**config.mk**
```make
export PLATFORM = sky130hd
export DESIGN_NAME = nvm_par_ctrl
export DESIGN_NICKNAME = d
export VERILOG_FILES = /design/src/rtl/nvm_par_pkg.sv /design/src/rtl/nvm_req_edge.sv /design/src/rtl/nvm_cell_array.sv /design/src/rtl/nvm_op_seq.sv /design/src/rtl/nvm_par_ctrl.sv
export SDC_FILE = /design/constraint.sdc
export NUM_CORES = 2
export LEC_CHECK = 0
export CORE_MARGIN = 4
export CORE_UTILIZATION = 25
export DETAILED_ROUTE_END_ITERATION = 6
export PLACE_DENSITY = 0.41
export SYNTH_ARGS = -nofsm -noshare
export SYNTH_HDL_FRONTEND = slang
export SYNTH_SLANG_ARGS = --single-unit
```
**constraint.sdc**
```tcl
create_clock -name clk -period 4.75 [get_ports clk]
set_clock_uncertainty 0.1 [all_clocks]
set_input_delay 0.475 -clock clk [delete_from_list [all_inputs] [get_ports clk]]
set_output_delay 0.475 -clock clk [all_outputs]
set_load 0.01 [all_outputs]
```
**src/rtl/nvm_par_pkg.sv**
```systemverilog
package nvm_par_pkg;

    typedef enum logic [1:0] {
        ST_IDLE,
        ST_READ,
        ST_PROG,
        ST_ERASE
    } nvm_state_t;

    typedef enum logic [1:0] {
        OP_NONE,
        OP_READ,
        OP_PROG,
        OP_ERASE
    } nvm_op_t;

    // strobe vector bit positions
    localparam int STB_RD = 0;
    localparam int STB_WR = 1;
    localparam int STB_ER = 2;
    localparam int STB_N  = 3;

endpackage

```
**src/rtl/nvm_req_edge.sv**
```systemverilog
module nvm_req_edge #(
    parameter int N = 3
) (
    input  logic         clk,
    input  logic         rst_n,
    input  logic [N-1:0] strobe_n,
    output logic [N-1:0] fall,
    output logic [N-1:0] low
);
    logic [N-1:0] prev_q;

    always_ff @(posedge clk or negedge rst_n) begin
        if (!rst_n) prev_q <= '1;
        else        prev_q <= strobe_n;
    end

    assign low  = ~strobe_n;
    assign fall = prev_q & ~strobe_n;

    // a held-low strobe reports its fall once only
    a_r1_single_fall: assert property (@(posedge clk) disable iff (!rst_n)
        (|fall) |=> ((fall & $past(fall)) == '0));

endmodule

```
**src/rtl/nvm_cell_array.sv**
```systemverilog
module nvm_cell_array #(
    parameter int ADDR_W = 6,
    parameter int DATA_W = 16,
    parameter int SECT_W = 3
) (
    input  logic              clk,
    input  logic              rst_n,
    input  logic              prog_en,
    input  logic              erase_en,
    input  logic [ADDR_W-1:0] addr,
    input  logic [DATA_W-1:0] wdata,
    output logic [DATA_W-1:0] rd_word
);
    localparam int DEPTH = 1 << ADDR_W;
    localparam int SEC_AW = ADDR_W - SECT_W;

    logic [DATA_W-1:0] mem [DEPTH];
    logic [SEC_AW-1:0] sel_sector;

    assign sel_sector = addr[ADDR_W-1:SECT_W];

    always_ff @(posedge clk or negedge rst_n) begin
        if (!rst_n) begin
            for (int i = 0; i < DEPTH; i++) mem[i] <= '1;
        end else begin
            for (int i = 0; i < DEPTH; i++) begin
                if (erase_en && (SEC_AW'(i >> SECT_W) == sel_sector))
                    mem[i] <= '1;
                else if (prog_en && (ADDR_W'(i) == addr))
                    mem[i] <= mem[i] & wdata;
            end
        end
    end

    assign rd_word = mem[addr];

    // a program never raises a bit
    a_r4_prog_clear_only: assert property (@(posedge clk) disable iff (!rst_n)
        prog_en |=> ((mem[$past(addr)] & ~$past(rd_word)) == '0));

    // the erased address reads all ones afterwards
    a_r5_erase_ones: assert property (@(posedge clk) disable iff (!rst_n)
        erase_en |=> (mem[$past(addr)] == '1));

endmodule

```
**src/rtl/nvm_op_seq.sv**
```systemverilog
module nvm_op_seq
    import nvm_par_pkg::*;
#(
    parameter int READ_CYC  = 2,
    parameter int PROG_CYC  = 5,
    parameter int ERASE_CYC = 12,
    parameter bit READ_ONLY = 1'b0
) (
    input  logic             clk,
    input  logic             rst_n,
    input  logic [STB_N-1:0] fall,
    input  logic [STB_N-1:0] low,
    output logic             accept,
    output logic             prog_en,
    output logic             erase_en,
    output logic             rd_done,
    output logic             busy_n,
    output logic             rd_valid
);
    localparam int MAX_CYC = (ERASE_CYC > PROG_CYC)
                           ? ((ERASE_CYC > READ_CYC) ? ERASE_CYC : READ_CYC)
                           : ((PROG_CYC > READ_CYC) ? PROG_CYC : READ_CYC);
    localparam int CNT_W = $clog2(MAX_CYC + 1);

    nvm_state_t       state_q, state_d;
    logic [CNT_W-1:0] cnt_q, cnt_d;
    nvm_op_t          req_op;
    logic             legal, done;

    // exactly one strobe fell and no other is low
    assign legal = $onehot(fall) && (low == fall);

    always_comb begin
        req_op = OP_NONE;
        if (legal) begin
            if (fall[STB_RD])                   req_op = OP_READ;
            else if (fall[STB_WR] && !READ_ONLY) req_op = OP_PROG;
            else if (fall[STB_ER] && !READ_ONLY) req_op = OP_ERASE;
        end
    end

    always_comb begin
        state_d = state_q;
        cnt_d   = cnt_q;
        done    = 1'b0;
        unique case (state_q)
            ST_IDLE: begin
                unique case (req_op)
                    OP_READ:  begin state_d = ST_READ;  cnt_d = CNT_W'(READ_CYC - 1);  end
                    OP_PROG:  begin state_d = ST_PROG;  cnt_d = CNT_W'(PROG_CYC - 1);  end
                    OP_ERASE: begin state_d = ST_ERASE; cnt_d = CNT_W'(ERASE_CYC - 1); end
                    OP_NONE:  ;
                endcase
            end
            ST_READ, ST_PROG, ST_ERASE: begin
                if (cnt_q == '0) begin
                    state_d = ST_IDLE;
                    done    = 1'b1;
                end else begin
                    cnt_d = cnt_q - 1'b1;
                end
            end
        endcase
    end

    // state register
    always_ff @(posedge clk or negedge rst_n) begin
        if (!rst_n) begin
            state_q <= ST_IDLE;
            cnt_q   <= '0;
        end else begin
            state_q <= state_d;
            cnt_q   <= cnt_d;
        end
    end

    assign accept   = (state_q == ST_IDLE) && (req_op != OP_NONE);
    assign prog_en  = done && (state_q == ST_PROG);
    assign erase_en = done && (state_q == ST_ERASE);
    assign rd_done  = done && (state_q == ST_READ);

    // output register
    always_ff @(posedge clk or negedge rst_n) begin
        if (!rst_n) begin
            busy_n   <= 1'b1;
            rd_valid <= 1'b0;
        end else if (accept) begin
            busy_n   <= 1'b0;
            rd_valid <= 1'b0;
        end else if (done) begin
            busy_n   <= 1'b1;
            rd_valid <= rd_done;
        end
    end

    // busy flag low whenever an operation is in flight
    a_r2_busy_tracks: assert property (@(posedge clk) disable iff (!rst_n)
        (state_q != ST_IDLE) |-> !busy_n);

    // an accepted request clears the read-valid flag
    a_r3_valid_clear: assert property (@(posedge clk) disable iff (!rst_n)
        accept |=> !rd_valid);

    // conflicting strobes in idle start nothing
    a_r6_conflict_ignored: assert property (@(posedge clk) disable iff (!rst_n)
        ((state_q == ST_IDLE) && ($countones(low) > 1)) |=> busy_n);

    // a read-only build never programs or erases
    a_r7_read_only: assert property (@(posedge clk) disable iff (!rst_n)
        READ_ONLY |-> (!prog_en && !erase_en));

endmodule

```
**src/rtl/nvm_par_ctrl.sv**
```systemverilog
module nvm_par_ctrl
    import nvm_par_pkg::*;
#(
    parameter int ADDR_W    = 6,
    parameter int DATA_W    = 16,
    parameter int SECT_W    = 3,
    parameter int READ_CYC  = 2,
    parameter int PROG_CYC  = 5,
    parameter int ERASE_CYC = 12,
    parameter bit READ_ONLY = 1'b0
) (
    input  logic              clk,
    input  logic              rst_n,
    input  logic              rd_req_n,
    input  logic              wr_req_n,
    input  logic              er_req_n,
    input  logic [ADDR_W-1:0] addr,
    input  logic [DATA_W-1:0] wdata,
    output logic [DATA_W-1:0] rdata,
    output logic              rd_valid,
    output logic              busy_n,
    output logic              osc_en
);
    logic [STB_N-1:0]  strobe_n, fall, low;
    logic              accept, prog_en, erase_en, rd_done;
    logic [ADDR_W-1:0] addr_q;
    logic [DATA_W-1:0] wdata_q, rd_word;

    always_comb begin
        strobe_n         = '1;
        strobe_n[STB_RD] = rd_req_n;
        strobe_n[STB_WR] = wr_req_n;
        strobe_n[STB_ER] = er_req_n;
    end

    nvm_req_edge #(.N(STB_N)) u_edge (
        .clk(clk), .rst_n(rst_n), .strobe_n(strobe_n), .fall(fall), .low(low)
    );

    nvm_op_seq #(
        .READ_CYC(READ_CYC), .PROG_CYC(PROG_CYC),
        .ERASE_CYC(ERASE_CYC), .READ_ONLY(READ_ONLY)
    ) u_seq (
        .clk(clk), .rst_n(rst_n), .fall(fall), .low(low),
        .accept(accept), .prog_en(prog_en), .erase_en(erase_en),
        .rd_done(rd_done), .busy_n(busy_n), .rd_valid(rd_valid)
    );

    // request operands are held for the whole operation
    always_ff @(posedge clk or negedge rst_n) begin
        if (!rst_n) begin
            addr_q  <= '0;
            wdata_q <= '0;
        end else if (accept) begin
            addr_q  <= addr;
            wdata_q <= wdata;
        end
    end

    nvm_cell_array #(.ADDR_W(ADDR_W), .DATA_W(DATA_W), .SECT_W(SECT_W)) u_array (
        .clk(clk), .rst_n(rst_n), .prog_en(prog_en), .erase_en(erase_en),
        .addr(addr_q), .wdata(wdata_q), .rd_word(rd_word)
    );

    always_ff @(posedge clk or negedge rst_n) begin
        if (!rst_n)       rdata <= '0;
        else if (rd_done) rdata <= rd_word;
    end

    assign osc_en = 1'b1;

    // read data only changes when a read finishes
    a_r3_rdata_hold: assert property (@(posedge clk) disable iff (!rst_n)
        !rd_valid |=> (rd_valid || $stable(rdata)));

endmodule

```
## After elaboration in Yosys (flattened, before gate mapping)

Cells that the tools add are included.

- Flip-flop bits (word level): 1073
- Latch bits: 0
- Memory bits (writable): 0
- Bits in read-only memories: 0
- Input bits: 27
- Logic and storage cells: 521
- Memories kept: 0

- Add/subtract/negate cells: 3
- Multiply operators: 0
- Div/mod/pow operators: 0
- $lt $le $gt $ge: 1
- Equal/unequal tests: 81
- Shifts and indexed selects: 0
- Multiplexer cells: 147
- Bitwise logic cells: 67
- Reduce and logical (&&, ||, !) cells: 150

Operator list:

| operator | number |
|---|---|
| 16-bit 2-to-1 mux | 130 |
| 16-bit bitwise AND | 64 |
| 6-bit == test, first input constant | 32 |
| 2-bit nonzero test | 66 |
| 16-bit binary-select mux with 6-bit select | 1 |
| 5-bit by 6-bit == test with 1-bit output, first input constant | 16 |
| 1-bit logical AND | 77 |
| 4-bit by 6-bit == test with 1-bit output, first input constant | 8 |
| 3-bit by 6-bit == test with 1-bit output, first input constant | 4 |
| 2-bit by 6-bit == test with 1-bit output, first input constant | 2 |
| 3-bit == test, first input constant | 4 |
| 4-bit one-hot mux with 3 select lines | 1 |
| 2-bit 2-to-1 mux | 5 |
| 2-bit == test, second input constant | 4 |
| 4-bit one-hot mux with 2 select lines | 1 |
| 7-bit greater-or-equal comparator, second input constant | 1 |
| 6-bit NOT with 7-bit output | 1 |
| 1-bit by 6-bit == test with 1-bit output, first input constant | 1 |
| 2-bit by 1-bit == test with 1-bit output, second input constant | 3 |
| 2-bit by 3-bit == test with 1-bit output, first input constant | 2 |
| 6-bit logical NOT | 1 |
| 1-bit 2-to-1 mux | 6 |
| 2-bit one-hot mux with 3 select lines | 1 |
| 4-bit logical NOT | 1 |
| other kinds (16) | 17 |

## Longest topological paths before layout

- Depth after elaboration: 10
- Mapped depth: 12
- Depth with buffers taken out: 12

## Modules after synthesis

A second synthesis with hierarchy kept.

- Cells, all modules: 4194
- Area total of the unflattened synthesis: 47400.5 µm²

Modules (own cells, without submodules):

| module | times used | cells each | area each (µm²) | seq. area each (µm²) |
|---|---|---|---|---|
| nvm_cell_array | 1 | 4035 | 45180.8 | 26905.8 |
| nvm_par_ctrl | 1 | 82 | 1481.4 | 950.9 |
| nvm_op_seq | 1 | 68 | 629.4 | 201.4 |
| nvm_req_edge | 1 | 9 | 108.9 | 78.8 |

## Worst setup path after synthesis

No wires, ideal clock.

- Kind: input port to flip-flop
- Start: in wr_req_n
- End: reg wdata_q[10]
- Library setup time: 0.125 ns
- Data arrival time: 2.669 ns
- Required time: 4.525 ns
- Slack: 1.857 ns
- Stages on the path: 10
- Cell sequence: nor2b_1 fa_1 o211ai_1 inv_1 o211a_1 inv_1 ha_1 nor2_1 clkbuf_1 mux2_2

- Cells in the longest elaborated chain, start to end: 9
- Elaborated cells on any way between the ends: 12
- Classes of those cells: add/sub: 2; eq/ne: 2; mux: 3; bitwise: 2; reduce/logical: 3

RTL lines:

| what | RTL line | text |
|---|---|---|
| start, declared | nvm_par_ctrl.sv:15 | `input logic wr_req_n,` |
| 3-bit NOT (*) | nvm_req_edge.sv:17, nvm_req_edge.sv:18 |  |
| 3-bit bitwise AND | nvm_req_edge.sv:18 | `assign fall = prev_q & ~strobe_n;` |
| 1-bit by 1-bit adder with 2-bit output (not written as such) | nvm_op_seq.sv:31 | `assign legal = $onehot(fall) && (low == fall);` |
| 2-bit by 1-bit adder with 2-bit output (not written as such) | nvm_op_seq.sv:31 |  |
| 2-bit by 1-bit == test with 1-bit output | nvm_op_seq.sv:31 |  |
| 1-bit logical AND | nvm_op_seq.sv:31 |  |
| 2-bit 2-to-1 mux (*) | nvm_op_seq.sv:35 | `if (legal) begin` |
| 2-bit nonzero test (*) | nvm_op_seq.sv:77 | `assign accept = (state_q == ST_IDLE) && (req_op != OP_NONE);` |
| 1-bit logical AND (*) | nvm_op_seq.sv:77 |  |
| end signal, assigned | nvm_par_ctrl.sv:56 | `wdata_q <= wdata;` |
| end, declared | nvm_par_ctrl.sv:27 | `logic [DATA_W-1:0] wdata_q, rd_word;` |

Mark *: on every way between the ends. The rest lies on a longest branch, timed or not.
A chain may end at the register's enable or synchronous reset.

## Worst setup path after layout

- Start: reg addr_q[2]
- End: reg u_array.mem[292] (netlist name)

- Cells in the longest elaborated chain, start to end: 3

RTL lines:

| what | RTL line | text |
|---|---|---|
| start, declared | nvm_par_ctrl.sv:26 | `logic [ADDR_W-1:0] addr_q;` |
| start signal, assigned | nvm_par_ctrl.sv:55 | `addr_q <= addr;` |
| 6-bit == test | nvm_cell_array.sv:29 | `else if (prog_en && (ADDR_W'(i) == addr))` |
| 1-bit logical AND | nvm_cell_array.sv:29 |  |
| 2-bit nonzero test (no source line) | - |  |
| end signal, assigned by index | nvm_cell_array.sv:30 | `mem[i] <= mem[i] & wdata;` |
| end, declared | nvm_cell_array.sv:17 | `logic [DATA_W-1:0] mem [DEPTH];` |

No other way between the ends.

==> results.cfg <==
[logic_synthesis]
synth-seq-area-share_pct = 58.2
synth_top_area_cell = dfstp_2
synth_top_area_share_pct = 55.9
netlist_area_sq_um = 48400
syn_inst = 4491
ys_warn_count = 0
syn-num-nets = 4525
ys_ff_latch = 1073
synthTopCellsByArea = dfstp_2, o21ai_0, nand2_1, mux4_2, mux2i_1
syn_area_per_cell_sq_um = 10.8
async_reset_ff_share_pct = 100
synth_edf_count = 0
ys.flop_type = dfstp_2
ys_types = 57

[setup_path]
crit_chain = clkinv_1 > nor4_4 > buf_4 > nand3_1 > o21ai_0 > nand2_1
cp_top_family = simple AND/OR/NAND/NOR gates
r2r_start = addr_q[2]$_DFFE_PN0P_
cp.arrival_ps = 4050
crit_path_max_fanout = 16
max_stage_delay_ps = 760
path_class = reg -> reg
ff2ff_path_depth = 6
slowest_stage = nand3_1
end_kind = flop
regToRegSetupSlack_ps = 1260
r2r_end = u_array.mem[292]$_DFFE_PN1P_
worst-path-buf-inv = 2
crit_required_ps = 5310
start_kind = flop

[power_and_ir_drop]
p_per_area_nw_per_um2 = 529
leakagePower_nw = 25.7
peakVddDrop_mv = 0.414

[grt]
grt_use_met2_pct = 26.6
antenna_found_initial = 8
gr-max-usage-layer = met2
grt_use_total_pct = 16.5
globalRouteOverflowTotal = 0
grt_pass1_vias = 34808
use_met1_pct = 23.5
grt_max_degree = 134
grt_pass1_wl_mm = 249
grt_util_met3_pct = 2.07

[clock_tree]
cts_hold_buf = 0
clk_path_buf_depth = 3
clkSinkCount = 1073
cts_setup_buffers = 0
clkLatencyLatePin_ps = 750
cts_htree_levels = 3
cts_resized = 0
cts_root_buf = clkbuf_16
numCtsBuffers = 118
clkSlewWorstSetupHoldPaths_ps = 70
tritoncts = done

[floorplan]
start_util_pct = 25.1
coreArea_sq_um = 192000
rows = 161
dieArea_sq_um = 201000
dieHeight_um = 448
io_pins = 46
die_x_um = 448

[layout]
final_common_cell = nand2_1
fin_nets = 4395
multi_input_area_sq_um = 18300
utilization_pct = 28.8
num-fill-cells = 19806
final_cell_mix = nand2_1, dfstp_2, o21ai_0
seqCellArea_sq_um = 28200
drive_above_1_share_pct = 35.7
areaGrowthSynthToFinish_pct = 14.6

[status]
outcome = complete, but fails checks
violations = DRC

[timing]
relSlewSlack_pct = 15.2
tns_ps = 0
worstMarginPinSlew_ps = 1270
hold_viol = 0
drv_slew = 0
timing.final.ws_setup_ps = 1260
fmax_ghz = 0.287
rsz0062_at_grt = no
post-route-period-util_pct = 73.4
fin_crit_ps = 3490
finalSetupViolations = 0

[drt]
drt_iter0_markers = 2614
wl_mm = 167
vias = 34298
ant_nets = 0
drc = 1
first_pass_iters = 7
wl_per_cell_um = 23.9
vias_per_cell = 4.91

[worst_hold_path]
hp-class = in -> async

[place]
routabilityCongestion = 0.772
io_buffers = 44
place_worst_setup_slack_ps = 1240
dp_hpwl_mm = 100

[flow_run]
drv_cap = 0
-- worst max-delay path by stage --
stage / start / end / slack (ps) / cells past startpoint
floorplan: wr_req_n / wdata_q[10]$_DFFE_PN0P_ / 1860 / 10
global placement: wr_req_n / wdata_q[7]$_DFFE_PN0P_ / 1300 / 11
detailed placement: wr_req_n / wdata_q[11]$_DFFE_PN0P_ / 1240 / 11
CTS: addr_q[2]$_DFFE_PN0P_ / u_array.mem[292]$_DFFE_PN1P_ / 1310 / 6
global route: u_seq.cnt_q[0]$_DFFE_PN0P_ / u_array.mem[533]$_DFFE_PN1P_ / 1070 / 9
finish: addr_q[2]$_DFFE_PN0P_ / u_array.mem[292]$_DFFE_PN1P_ / 1260 / 6
-- Yosys cell counts (all sizes together), types with 33 or more instances --
cell type  instances
mux2              61
nand3             79
o21ai           1037
nand2           1058
dfrtp             45
dfstp           1028
nor2              33
mux4             134
a211oi            43
clkbuf           299
buf              129
a21oi             39
mux2i            232
a22oi             77
-- cell type report --
type	instances	share of cell area [%]
antenna	2	0.00904
tap	2526	5.71
multi-input combinational	2980	33.1
clock inverter	36	0.757
sequential	1073	50.9
clock buffer	177	6.28
timing repair buffer	178	3.21
inverter	10	0.0678
-- kinds of logic (layout without fill, tap and decap cells) --
group	after synthesis	after routing	synth area share (%)
compound gates	1286	1286	14.4
fa+ha+maj	7	7	0.197
buf+inv	438	401	4.10
flops	1073	1073	58.2
mux	427	427	12.5
other cells	1	3	0.00776
simple gates	1259	1259	10.6
-- metal layers --
metal	vias to the layer above	part of all wire, %
li1	15363	-
met1	18071	47
met2	711	47
met3	153	4.0
met4	0	1.9
met5	-	0
-- report_power, final --
group | total, mW | switching [mW] | internal, mW
Sequential | 11.7 | 1.46 | 10.3
Clock | 9.39 | 3.94 | 5.45
Combinational | 8.18 | 5.56 | 2.62
Total | 29.3 | 11.0 | 18.3
-- flip-flops by register name, indices dropped and copies added (netlist names) --
name / count
u_array.mem: 1024
u_seq.busy_n: 1
wdata_q: 16
u_seq.state_q: 2
u_edge.prev_q: 3
rdata: 16
u_seq.rd_valid: 1
addr_q: 6
u_seq.cnt_q: 4
-- metrics by stage --
stage,hold slack (ps),area [sq um],cells,power [mW]
floorplan,79.4,48400,4491,16.0
global placement,362,51500,6767,20.1
detailed placement,367,51500,6767,20.2
CTS,45.0,55400,6980,29.7
global route,87.4,55400,6981,30.6
finish,28.9,55400,6982,29.3
Note: power is estimated with default switching activity, not from simulation.
